## src/rtl/rstk_pkg.sv

```systemverilog
package rstk_pkg;
   typedef enum logic [1:0] {
      OPK_PUSH   = 2'd0,
      OPK_POPCHK = 2'd1,
      OPK_LOAD   = 2'd2,
      OPK_STORE  = 2'd3
   } opk_e;

   typedef enum logic [1:0] {
      PG_SHADOW,
      PG_RDONLY,
      PG_RDWR,
      PG_OTHER
   } pgcls_e;

   typedef enum logic {
      ST_IDLE,
      ST_WAIT
   } rstk_state_e;

   localparam int unsigned CAUSE_LD_PF  = 13;
   localparam int unsigned CAUSE_ST_AF  = 7;
   localparam int unsigned CAUSE_ST_PF  = 15;
   localparam int unsigned CAUSE_SWCHK  = 18;
   localparam int unsigned TVAL_SSCHK   = 3;
endpackage

```

## src/rtl/rstk_perm_check.sv

```systemverilog
module rstk_perm_check
   import rstk_pkg::*;
#(
   parameter int unsigned CAUSE_W = 5
) (
   input  opk_e               kind,
   input  logic [2:0]         perm,
   output pgcls_e             cls,
   output logic               flt,
   output logic [CAUSE_W-1:0] flt_cause
);
   localparam int unsigned PR = 0;
   localparam int unsigned PW = 1;
   localparam int unsigned PX = 2;

   if (CAUSE_W < 5) begin : g_bad_cause_w
      $error("CAUSE_W must hold cause 18");
   end

   always_comb begin
      if (!perm[PR] && perm[PW] && !perm[PX]) cls = PG_SHADOW;
      else if (perm[PR] && !perm[PW])         cls = PG_RDONLY;
      else if (perm[PR] && perm[PW])          cls = PG_RDWR;
      else                                    cls = PG_OTHER;
   end

   always_comb begin
      flt       = 1'b0;
      flt_cause = '0;
      unique case (kind)
         OPK_PUSH, OPK_POPCHK: begin
            if (cls == PG_RDWR) begin
               flt       = 1'b1;
               flt_cause = CAUSE_W'(CAUSE_ST_AF);
            end else if (cls != PG_SHADOW) begin
               flt       = 1'b1;
               flt_cause = CAUSE_W'(CAUSE_ST_PF);
            end
         end
         OPK_LOAD: begin
            if (!perm[PR] && cls != PG_SHADOW) begin
               flt       = 1'b1;
               flt_cause = CAUSE_W'(CAUSE_LD_PF);
            end
         end
         OPK_STORE: begin
            if (cls == PG_SHADOW) begin
               flt       = 1'b1;
               flt_cause = CAUSE_W'(CAUSE_ST_AF);
            end else if (cls != PG_RDWR) begin
               flt       = 1'b1;
               flt_cause = CAUSE_W'(CAUSE_ST_PF);
            end
         end
         default: ;
      endcase
   end
endmodule

```

## src/rtl/rstk_lane_cmp.sv

```systemverilog
module rstk_lane_cmp #(
   parameter int unsigned W      = 64,
   parameter int unsigned LANE_W = 16
) (
   input  logic [W-1:0] a,
   input  logic [W-1:0] b,
   output logic         eq
);
   localparam int unsigned NLANE = (LANE_W > 0 && W % LANE_W == 0) ? W / LANE_W : 1;

   if (LANE_W == 0) begin : g_bad_lane
      $error("LANE_W must be non-zero");
   end

   if (NLANE > 1) begin : g_lanes
      logic [NLANE-1:0] lane_eq;
      for (genvar i = 0; i < NLANE; i++) begin : g_lane
         assign lane_eq[i] = (a[i*LANE_W +: LANE_W] == b[i*LANE_W +: LANE_W]);
      end
      assign eq = &lane_eq;
   end else begin : g_flat
      assign eq = (a == b);
   end
endmodule

```

## src/rtl/rstk_ptr.sv

```systemverilog
module rstk_ptr #(
   parameter int unsigned   XLEN    = 64,
   parameter logic [63:0]   SSP_RST = 64'h0
) (
   input  logic            clk,
   input  logic            rst_n,
   input  logic            wr_en,
   input  logic [XLEN-1:0] wr_data,
   input  logic            dec_en,
   input  logic            inc_en,
   output logic [XLEN-1:0] ssp_q,
   output logic [XLEN-1:0] ssp_dn
);
   localparam logic [XLEN-1:0] SLOT = XLEN'(XLEN / 8);

   assign ssp_dn = ssp_q - SLOT;

   always_ff @(posedge clk or negedge rst_n) begin
      if (!rst_n)      ssp_q <= SSP_RST[XLEN-1:0];
      else if (wr_en)  ssp_q <= wr_data;
      else if (dec_en) ssp_q <= ssp_dn;
      else if (inc_en) ssp_q <= ssp_q + SLOT;
   end

   AST_PTR_ONE_MOVE: assert property (@(posedge clk) disable iff (!rst_n)
      !(dec_en && inc_en));
endmodule

```

## src/rtl/rstk_guard.sv

```systemverilog
module rstk_guard
   import rstk_pkg::*;
#(
   parameter int unsigned XLEN    = 64,
   parameter int unsigned CAUSE_W = 5,
   parameter int unsigned LANE_W  = 16,
   parameter logic [63:0] SSP_RST = 64'h0
) (
   input  logic               clk,
   input  logic               rst_n,
   input  logic               op_valid,
   output logic               op_ready,
   input  logic [1:0]         op_kind,
   input  logic [XLEN-1:0]    op_addr,
   input  logic [XLEN-1:0]    op_data,
   input  logic [2:0]         page_perm,
   input  logic               ssp_wr_en,
   input  logic [XLEN-1:0]    ssp_wr_data,
   output logic [XLEN-1:0]    ssp_q,
   output logic               mem_req_valid,
   output logic               mem_req_write,
   output logic [XLEN-1:0]    mem_req_addr,
   output logic [XLEN-1:0]    mem_req_wdata,
   input  logic               mem_rsp_valid,
   input  logic [XLEN-1:0]    mem_rsp_rdata,
   output logic               res_valid,
   output logic [XLEN-1:0]    res_rdata,
   output logic               res_exc,
   output logic [CAUSE_W-1:0] res_cause,
   output logic [XLEN-1:0]    res_tval
);
   localparam logic [XLEN-1:0] SLOT = XLEN'(XLEN / 8);

   if (XLEN != 32 && XLEN != 64) begin : g_bad_xlen
      $error("XLEN must be 32 or 64");
   end

   rstk_state_e        st_q;
   opk_e               kind_in, kind_q;
   logic [XLEN-1:0]    data_q;
   logic [XLEN-1:0]    ssp_dn, tgt_addr;
   pgcls_e             pg_cls;
   logic               flt;
   logic [CAUSE_W-1:0] flt_cause;
   logic               accept, acc_flt, rsp_done, cmp_eq, mism;

   assign kind_in  = opk_e'(op_kind);
   assign op_ready = (st_q == ST_IDLE) && !ssp_wr_en;
   assign accept   = op_valid && op_ready;

   always_comb begin
      unique case (kind_in)
         OPK_PUSH:   tgt_addr = ssp_dn;
         OPK_POPCHK: tgt_addr = ssp_q;
         default:    tgt_addr = op_addr;
      endcase
   end

   rstk_perm_check #(.CAUSE_W(CAUSE_W)) perm_i (
      .kind      (kind_in),
      .perm      (page_perm),
      .cls       (pg_cls),
      .flt       (flt),
      .flt_cause (flt_cause)
   );

   rstk_lane_cmp #(.W(XLEN), .LANE_W(LANE_W)) cmp_i (
      .a  (mem_rsp_rdata),
      .b  (data_q),
      .eq (cmp_eq)
   );

   assign acc_flt  = accept && flt;
   assign rsp_done = (st_q == ST_WAIT) && mem_rsp_valid;
   assign mism     = rsp_done && (kind_q == OPK_POPCHK) && !cmp_eq;

   rstk_ptr #(.XLEN(XLEN), .SSP_RST(SSP_RST)) ptr_i (
      .clk     (clk),
      .rst_n   (rst_n),
      .wr_en   (ssp_wr_en && (st_q == ST_IDLE)),
      .wr_data (ssp_wr_data),
      .dec_en  (rsp_done && (kind_q == OPK_PUSH)),
      .inc_en  (rsp_done && (kind_q == OPK_POPCHK) && cmp_eq),
      .ssp_q   (ssp_q),
      .ssp_dn  (ssp_dn)
   );

   always_ff @(posedge clk or negedge rst_n) begin
      if (!rst_n) begin
         st_q   <= ST_IDLE;
         kind_q <= OPK_LOAD;
         data_q <= '0;
      end else begin
         unique case (st_q)
            ST_IDLE: if (accept && !flt) begin
               st_q   <= ST_WAIT;
               kind_q <= kind_in;
               data_q <= op_data;
            end
            ST_WAIT: if (mem_rsp_valid) st_q <= ST_IDLE;
            default: st_q <= ST_IDLE;
         endcase
      end
   end

   assign mem_req_valid = accept && !flt;
   assign mem_req_write = (kind_in == OPK_PUSH) || (kind_in == OPK_STORE);
   assign mem_req_addr  = tgt_addr;
   assign mem_req_wdata = op_data;

   assign res_valid = acc_flt || rsp_done;
   assign res_exc   = acc_flt || mism;
   assign res_rdata = rsp_done ? mem_rsp_rdata : '0;

   always_comb begin
      if (acc_flt) begin
         res_cause = flt_cause;
         res_tval  = tgt_addr;
      end else if (mism) begin
         res_cause = CAUSE_W'(CAUSE_SWCHK);
         res_tval  = XLEN'(TVAL_SSCHK);
      end else begin
         res_cause = '0;
         res_tval  = '0;
      end
   end

   AST_SINGLE_OUTSTANDING: assert property (@(posedge clk) disable iff (!rst_n)
      (st_q == ST_WAIT) |-> (!op_ready && !mem_req_valid));
   AST_FAULT_KEEPS_PTR: assert property (@(posedge clk) disable iff (!rst_n)
      (res_valid && res_exc) |=> (ssp_q == $past(ssp_q)));
   AST_PUSH_MOVES_DOWN: assert property (@(posedge clk) disable iff (!rst_n)
      (rsp_done && kind_q == OPK_PUSH) |=> (ssp_q == $past(ssp_q) - SLOT));
   AST_NO_PLAIN_WRITE_TO_SHADOW: assert property (@(posedge clk) disable iff (!rst_n)
      (mem_req_valid && mem_req_write && pg_cls == PG_SHADOW) |-> (kind_in == OPK_PUSH));
   AST_SWCHK_TVAL: assert property (@(posedge clk) disable iff (!rst_n)
      (res_exc && res_cause == CAUSE_W'(CAUSE_SWCHK)) |-> (res_tval == XLEN'(TVAL_SSCHK)));
endmodule

```

## config.mk

```make
export PLATFORM = sky130hd
export DESIGN_NAME = rstk_guard
export DESIGN_NICKNAME = d
export VERILOG_FILES = /design/src/rtl/rstk_pkg.sv /design/src/rtl/rstk_perm_check.sv /design/src/rtl/rstk_lane_cmp.sv /design/src/rtl/rstk_ptr.sv /design/src/rtl/rstk_guard.sv
export SDC_FILE = /design/constraint.sdc
export NUM_CORES = 1
export LEC_CHECK = 0
export BUFFER_PORTS_ARGS = -buffer_cell sky130_fd_sc_hd__buf_2
export CORE_AREA = 2 2 229 231
export CTS_CLUSTER_DIAMETER = 40
export DETAILED_ROUTE_END_ITERATION = 10
export DIE_AREA = 0 0 231 233
export PLACE_DENSITY = 0.49
export SYNTH_ARGS = -nofsm -noshare
export SYNTH_HDL_FRONTEND = slang
export SYNTH_HIERARCHICAL = 1
export SYNTH_SLANG_ARGS = --single-unit
export TNS_END_PERCENT = 20
```

## constraint.sdc

```tcl
create_clock -name clk -period 10.6 [get_ports clk]
set_clock_uncertainty 0.2 [all_clocks]
set_input_delay 2.12 -clock clk [delete_from_list [all_inputs] [get_ports clk]]
set_output_delay 2.12 -clock clk [all_outputs]
set_load 0.03 [all_outputs]
```

* Word-level counts from Yosys, hierarchy flattened
Index checks and enable logic that the tools add are counted.
Word-level totals: flip-flop bits (word level) 131, word-level logic and storage cells 76
Operators by class: bitwise operators 1, add/subtract/negate cells 2, multiplexer cells 27, reduce and logical (&&, ||, !) cells 32, eq/ne operators 10
Operator list (count):
- 64-bit 2-to-1 mux | 5
- 64-bit one-hot mux with 2 select lines | 1
- 64-bit by 4-bit adder with 64-bit output (second input constant) | 1
- 16-bit == test | 4
- 64-bit by 4-bit subtractor with 64-bit output (second input constant) | 1
- 5-bit 2-to-1 mux | 4
- 1-bit logical AND | 15
- 5-bit one-hot mux with 3 select lines | 1
- 4-bit 2-to-1 mux | 3
- 1-bit 2-to-1 mux | 8
- 2-bit == test (second input constant) | 3
- 1-bit logical NOT | 6
- 2-bit logical NOT | 3
- 2-bit 2-to-1 mux | 3
- 2-bit by 1-bit == test with 1-bit output (second input constant) | 2
- 4-bit AND reduction | 1
- 1-bit logical OR | 3
- 1-bit one-hot mux with 3 select lines | 1
- 3-bit nonzero test | 1
- 2-bit != test (second input constant) | 1
- 1-bit one-hot mux with 2 select lines | 1
- 2-bit AND reduction | 1
- 2-bit nonzero test | 1
- 2-bit OR reduction | 1
- 1-bit NOT | 1

* Logic depth before layout (Yosys ltp)
Gate-level depths: netlist (run 1).
depth after elaboration 12, depth in mapped cells 13, mapped depth without buffers 11

* Modules after synthesis
Netlist (run 1), hierarchy kept.
Modules (own cells, without submodules):
- rstk_ptr | area an instance 6100.9 sq um, cells each 802, times used 1
- rstk_guard | area an instance 5122.4 sq um, cells each 532, times used 1
- rstk_lane_cmp | area an instance 698.2 sq um, cells each 85, times used 1
- rstk_perm_check | area an instance 118.9 sq um, cells each 17, times used 1

* Least setup slack after synthesis (run 1)
No wires, ideal clock.
kind in2out, from input port page_perm[2], to output port res_cause[1], required time 8280 ps, cell stages on the path 6, arrival 3822 ps, buffers on the path 1, path slack 4458 ps, cells stage by stage nand2b_1 a211oi_1 a31oi_1 nand3_1 clkbuf_1 o21ai_0
On the way: cells in the longest elaborated chain, start to end 9
Ends and longest elaborated chain:
- from (decl) | RTL line rstk_guard.sv:16 | input logic [2:0] page_perm,
- 1-bit logical NOT (*) | RTL line rstk_perm_check.sv:21 | if (!perm[PR] && perm[PW] && !perm[PX]) cls = PG_SHADOW;
- 1-bit logical AND (*) | RTL line rstk_perm_check.sv:21
- 2-bit 2-to-1 mux (*) | RTL line rstk_perm_check.sv:21
- 2-bit != test / 2-bit nonzero test (equally long branches) | RTL line rstk_perm_check.sv:50, rstk_perm_check.sv:35, rstk_perm_check.sv:41
- 1-bit 2-to-1 mux (tied with other cells) | RTL line rstk_perm_check.sv:50 | end else if (cls != PG_RDWR) begin
- 1-bit 2-to-1 mux (on tied branches) | RTL line rstk_perm_check.sv:47, rstk_perm_check.sv:32, rstk_perm_check.sv:41
- 1-bit one-hot mux with 3 select lines (*) | RTL line rstk_perm_check.sv:30 | unique case (kind)
- via flt | RTL line rstk_guard.sv:43 | logic flt;
- 1-bit logical AND (*) | RTL line rstk_guard.sv:73 | assign acc_flt = accept && flt;
- 5-bit 2-to-1 mux (*) | RTL line rstk_guard.sv:116 | if (acc_flt) begin
- to (decl) | RTL line rstk_guard.sv:29 | output logic [CAUSE_W-1:0] res_cause,
Mark *: on every way through the listed nets, which the timed path passes. The rest lies on a longest branch.

* Worst setup path after layout (run 1)
from input port op_kind[0], to output port res_tval[62]
On the way: cells in the longest elaborated chain, start to end 5
Ends and longest elaborated chain:
- from (decl) | RTL line rstk_guard.sv:13 | input logic [1:0] op_kind,
- 2-bit by 1-bit == test with 1-bit output / 2-bit logical NOT (equally long branches) | RTL line rstk_perm_check.sv:30, rstk_guard.sv:52
- 2-bit OR reduction | RTL line rstk_perm_check.sv:30
- 1-bit one-hot mux with 3 select lines | RTL line rstk_perm_check.sv:30
- 1-bit logical AND | RTL line rstk_guard.sv:73
- 64-bit 2-to-1 mux (*) | RTL line rstk_guard.sv:116
- to (decl) | RTL line rstk_guard.sv:30 | output logic [XLEN-1:0] res_tval
Every way passes the cells marked *; elsewhere a longest branch is shown, timed or not.

==> run_results.csv, run 1 <==
group,metric,value,unit
timing,setup_viol_count_final,0,
run_status,status,"finished clean",
critical_path,cp_slowest_stage_delay,0.55,ns
grt,grtUsageTotal,21.8,%
clock_tree,cts_hold_buf,0,
floorplanning,ios,596,
critical_path,arrival,4.72,ns
floorplanning,initial_core_util,23.5,%
cells_and_area,n_fill_cell,5624,
timing,whs,0.309,ns
timing,maxSlewHeadroom,18.6,%
synthesis,synthCells,1433,
run,cap_violations,0,
clock_tree,post_cts_buffers,0,
route,vias,13000,
timing,rsz0062_at_grt,"false",
clock_tree,numCtsBuffers,17,
route,drc_errors,0,
cells_and_area,instances_no_fill,2566,
power_and_ir_drop,power_density,141,nW/um^2
hold_path,hold_class,"reg -> reg",
route,viasPerCell,5.05,
floorplanning,die_x,231,um
grt,grt_pass1_wl,85600,um
clock_tree,htree_levels,4,
synthesis,avgSynthCellArea,8.39,sq um
clock_tree,path_clk_slew,0.07,ns
timing,tightest_slew,1.21,ns
clock_tree,cts_root_buf,"clkbuf_16",
cells_and_area,syn_to_final_growth,28.9,%
cells_and_area,drive_gt1_share,39.2,%
timing,final.setup.tns,0,ns
critical_path,critical_path.slowest_cell,"buf_4",
timing,finalHoldViolCount,0,
clock_tree,cts.sinks,131,
floorplanning,coreArea,51100,sq um
critical_path,worst_setup_path_start_kind,"input port",
clock_tree,clock_path_buffers,2,
grt,grt_max_degree,79,
timing,fmax,142,MHz
placed_design,port-buffer-count,595,
synthesis,ys.warnings.count,6,
timing,layout_min_cycle_time,7.04,ns
placed_design,hpwl,47700,um
clock_tree,cts_resized,0,
cells_and_area,layout_common_cells,"buf_2, dfrtp_1, xor2_1",
critical_path,critPathMaxFanout,65,
route,dr.pass1.iters,5,
floorplanning,dieArea,53800,sq um
floorplanning,rows,83,
clock_tree,cts_tree,"done",
timing,slew_viol_final,0,
route,initialDrtViolationCount,1018,
placed_design,postPlaceCellArea,14900,sq um
synthesis,synth_area,12000,sq um
cells_and_area,layout.nets,2142,
grt,antenna_found_initial,17,
grt,grt-ovfl-total,0,
critical_path,crit_chain,"buf_2 -> inv_1 -> ha_2 -> buf_4 -> nor2_4 -> buf_4 -> a21o_1 -> nor2b_1 -> buf_2",
clock_tree,clk_latency,0.50,ns
placed_design,place.gp.congestion,0.958,
critical_path,required,8.28,ns
power_and_ir_drop,p_leak,0.00771,uW
synthesis,syn_nets,1703,
route,ant_nets,0,
floorplanning,die_h,233,um
critical_path,critPathKind,"in -> out",
critical_path,cp-end-kind,"output pin",
route,wl,61000,um
power_and_ir_drop,irDropWorstVdd,0.0938,mV
timing,period_share,66.4,%
grt,grt_pass1_vias,12500,
placed_design,dp_cells,2533,
power_and_ir_drop,power,2190,uW
cells_and_area,layout_commonest_cell,"buf_2",
cells_and_area,final_area,15500,sq um
route,wl_per_cell,23.8,um
==> path summary, 6_finish.rpt <==
check                                start              end  slack (ns)  depth (start not counted)
worst max register to register  data_q[53]  ptr_i/ssp_q[54]        5.55                         12
max in group asynchronous            rst_n             st_q        7.28                          2
min in group asynchronous            rst_n  ptr_i/ssp_q[17]        1.51                          1
worst min register to register   data_q[7]        data_q[7]        0.31                          1
worst max-delay path            op_kind[0]     res_tval[62]        3.56                          9
worst min-delay path             data_q[7]        data_q[7]        0.31                          1
==> where the power goes <==
group          switching (uW)  internal [uW]
clock network             283            305
registers                 168            604
logic                     514            316
==> area by class of cell <==
type                       instances  area [sq um]  area share [%]
multi-input combinational       1082          7580            48.9
sequential                       131          3280            21.2
antenna                            1          2.50          0.0161
timing repair buffer             616          3140            20.3
clock inverter                    14           119           0.767
tap                              680           851            5.49
clock buffer                      18           429            2.77
inverter                          24          90.1           0.581
==> routing by layer <==
layer / track usage, % / routed length, um
met1: 24.6 / 23500
met2: 40.3 / 31700
met3: 5.36 / 4260
met4: 6.51 / 1480
met5: 0 / 109
==> sequential cells by signal (all words and copies together) (netlist names) <==
signal	cells
data_q	64
kind_q	2
st_q	1
ptr_i/ssp_q	64
==> through the flow <==
step	util [%]	worst slack, ns
floorplan	-	4.48
detailed placement	29.3	3.49
CTS	30.3	3.48
global placement	29.3	3.58
global route	30.3	3.31
finish	30.3	3.56
==> critical path: cells and delay by family <==
kind            cells  cell delay, ns
compound gates      1            0.22
fa+ha+maj           1            0.17
buf+inv             5            1.38
simple gates        2            0.70
Power figures use the tool's default switching activity.
==> run 2: changes to the inputs <==
==> constraint.sdc (replaced) <==
create_clock -name clk -period 6.98 [get_ports clk]
set_clock_uncertainty 0.2 [all_clocks]
set_input_delay 1.396 -clock clk [delete_from_list [all_inputs] [get_ports clk]]
set_output_delay 1.396 -clock clk [all_outputs]
set_load 0.03 [all_outputs]
==> run_results.csv, run 2 (synthesis gave the netlist of run 1 again) <==
group,metric,value,unit
cells_and_area,final_area,15500,sq um
floorplanning,initial_core_util,23.5,%
clock_tree,cts_tree,"done",
clock_tree,htree_levels,4,
grt,antenna_found_initial,10,
grt,grtUsageTotal,21.9,%
route,vias,13000,
route,initialDrtViolationCount,805,
clock_tree,cts_root_buf,"clkbuf_16",
clock_tree,clock_path_buffers,2,
cells_and_area,final_util,30.4,%
hold_path,hold_class,"reg -> reg",
power_and_ir_drop,power,3320,uW
grt,grt-ovfl-total,0,
cells_and_area,syn_to_final_growth,29.3,%
route,wl_per_cell,23.7,um
clock_tree,cts_hold_buf,0,
critical_path,critPathMaxFanout,10,
run,cap_violations,0,
route,ant_nets,0,
power_and_ir_drop,power_density,214,nW/um^2
floorplanning,rows,83,
route,wl,61000,um
timing,slew_viol_final,0,
clock_tree,cts_resized,0,
timing,setup_viol_count_final,0,
grt,grt_pass1_vias,12600,
timing,tightest_slew,1.28,ns
placed_design,postPlaceCellArea,15000,sq um
clock_tree,clk_latency,0.49,ns
power_and_ir_drop,p_leak,0.00775,uW
critical_path,required,5.38,ns
cells_and_area,instances_no_fill,2572,
cells_and_area,layout_common_cells,"buf_2, dfrtp_1, xor2_1",
floorplanning,die_h,233,um
grt,grt_max_degree,82,
cells_and_area,layout.nets,2149,
run_status,status,"finished clean",
clock_tree,path_clk_slew,0.07,ns
power_and_ir_drop,seq_power_share,35.2,%
placed_design,place.gp.congestion,0.957,
route,viasPerCell,5.07,
power_and_ir_drop,irDropWorstVdd,0.160,mV
power_and_ir_drop,pwr-share-comb,38.0,%
timing,fmax,172,MHz
clock_tree,numCtsBuffers,17,
timing,final.setup.tns,0,ns
timing,rsz0062_at_grt,"false",
timing,period_share,83.3,%
power_and_ir_drop,p_clk_share,26.8,%
placed_design,dp_cells,2540,
timing,finalHoldViolCount,0,
route,dr.pass1.iters,5,
placed_design,port-buffer-count,595,
cells_and_area,num_antenna_cells,0,
critical_path,worst_setup_path_start_kind,"register",
cells_and_area,reg_top3,"data_q x64, ptr_i/ssp_q x64, kind_q x2",
route,drc_errors,0,
timing,layout_min_cycle_time,5.81,ns
power_and_ir_drop,p_switching,1460,uW
clock_tree,post_cts_buffers,0,
power_and_ir_drop,swShare,43.9,%
power_and_ir_drop,p_int,1860,uW
critical_path,arrival,4.22,ns
floorplanning,coreArea,51100,sq um
placed_design,hpwl,48700,um
floorplanning,die_x,231,um
timing,maxSlewHeadroom,14.1,%
cells_and_area,drive_gt1_share,39.4,%
clock_tree,cts.sinks,131,
floorplanning,ios,596,
critical_path,cp-end-kind,"output pin",
critical_path,critPathKind,"reg -> out",
grt,grt_pass1_wl,86200,um
cells_and_area,layout_commonest_cell,"buf_2",
floorplanning,dieArea,53800,sq um
-- run 2: changes by cell type in the layout (fill, tap and decap cells not counted) --
| cell | delta |
|---|---|
| nor4_1 | +1 |
| diode_2 | -1 |
| clkinvlp_4 | -1 |
| buf_4 | +7 |
| nor4_2 | -1 |
| clkinv_4 | +1 |
-- run 2: final timing paths --
path / startpoint / to / slack, ns / cells after the start
worst max-delay path: ptr_i/ssp_q[53] / res_tval[62] / 1.17 / 10
worst min-delay path: data_q[19] / data_q[19] / 0.31 / 1
worst max register to register: data_q[53] / ptr_i/ssp_q[38] / 2.25 / 11
worst min register to register: data_q[19] / data_q[19] / 0.31 / 1
max in group asynchronous: rst_n / st_q / 4.42 / 2
min in group asynchronous: rst_n / data_q[31] / 0.81 / 1
-- run 2: power by group through the flow --
stage / Sequential, uW / Combinational [uW] / Clock [uW]
3_3_place_gp: 1180 / 1270 / 0
4_1_cts: 1170 / 1280 / 931
3_5_place_dp: 1180 / 1280 / 0
5_1_grt: 1200 / 1360 / 953
6_report: 1170 / 1260 / 892
2_1_floorplan: 1130 / 868 / 0
-- run 2: worst max-delay path, stage by stage (launching register included) --
cell and delay (ns):
dfrtp_1 0.51, nor4_1 0.69, nand2_1 0.20, nor4_1 0.82, nand3_1 0.39, nor2_1 0.28
xor2_1 0.17, a22o_1 0.17, a21o_1 0.12, nor2b_1 0.16, buf_2 0.23
-- run 2: stage by stage --
step	worst slack [ns]	hold slack (ns)
finish	1.17	0.310
floorplan	1.91	0.279
detailed placement	1.04	0.297
global route	0.875	0.319
CTS	1.21	0.312
global placement	1.25	0.288
-- run 2: final cells by class --
cell class	instances	area (sq um)
Fill cell	5583	35600
Multi-Input combinational cell	1082	7580
Sequential cell	131	3280
Timing Repair Buffer	623	3190
Tap cell	680	851
Clock buffer	18	429
Clock inverter	14	120
Inverter	24	90.1
-- run 2: routing by layer --
layer  GRT usage (%)  vias to the layer above  wire, um
li1                -                     6014         -
met5               0                        -        27
met2            39.8                      581     31300
met1            25.2                     6339     24000
met4            8.45                        4      2040
met3            4.09                       96      3580
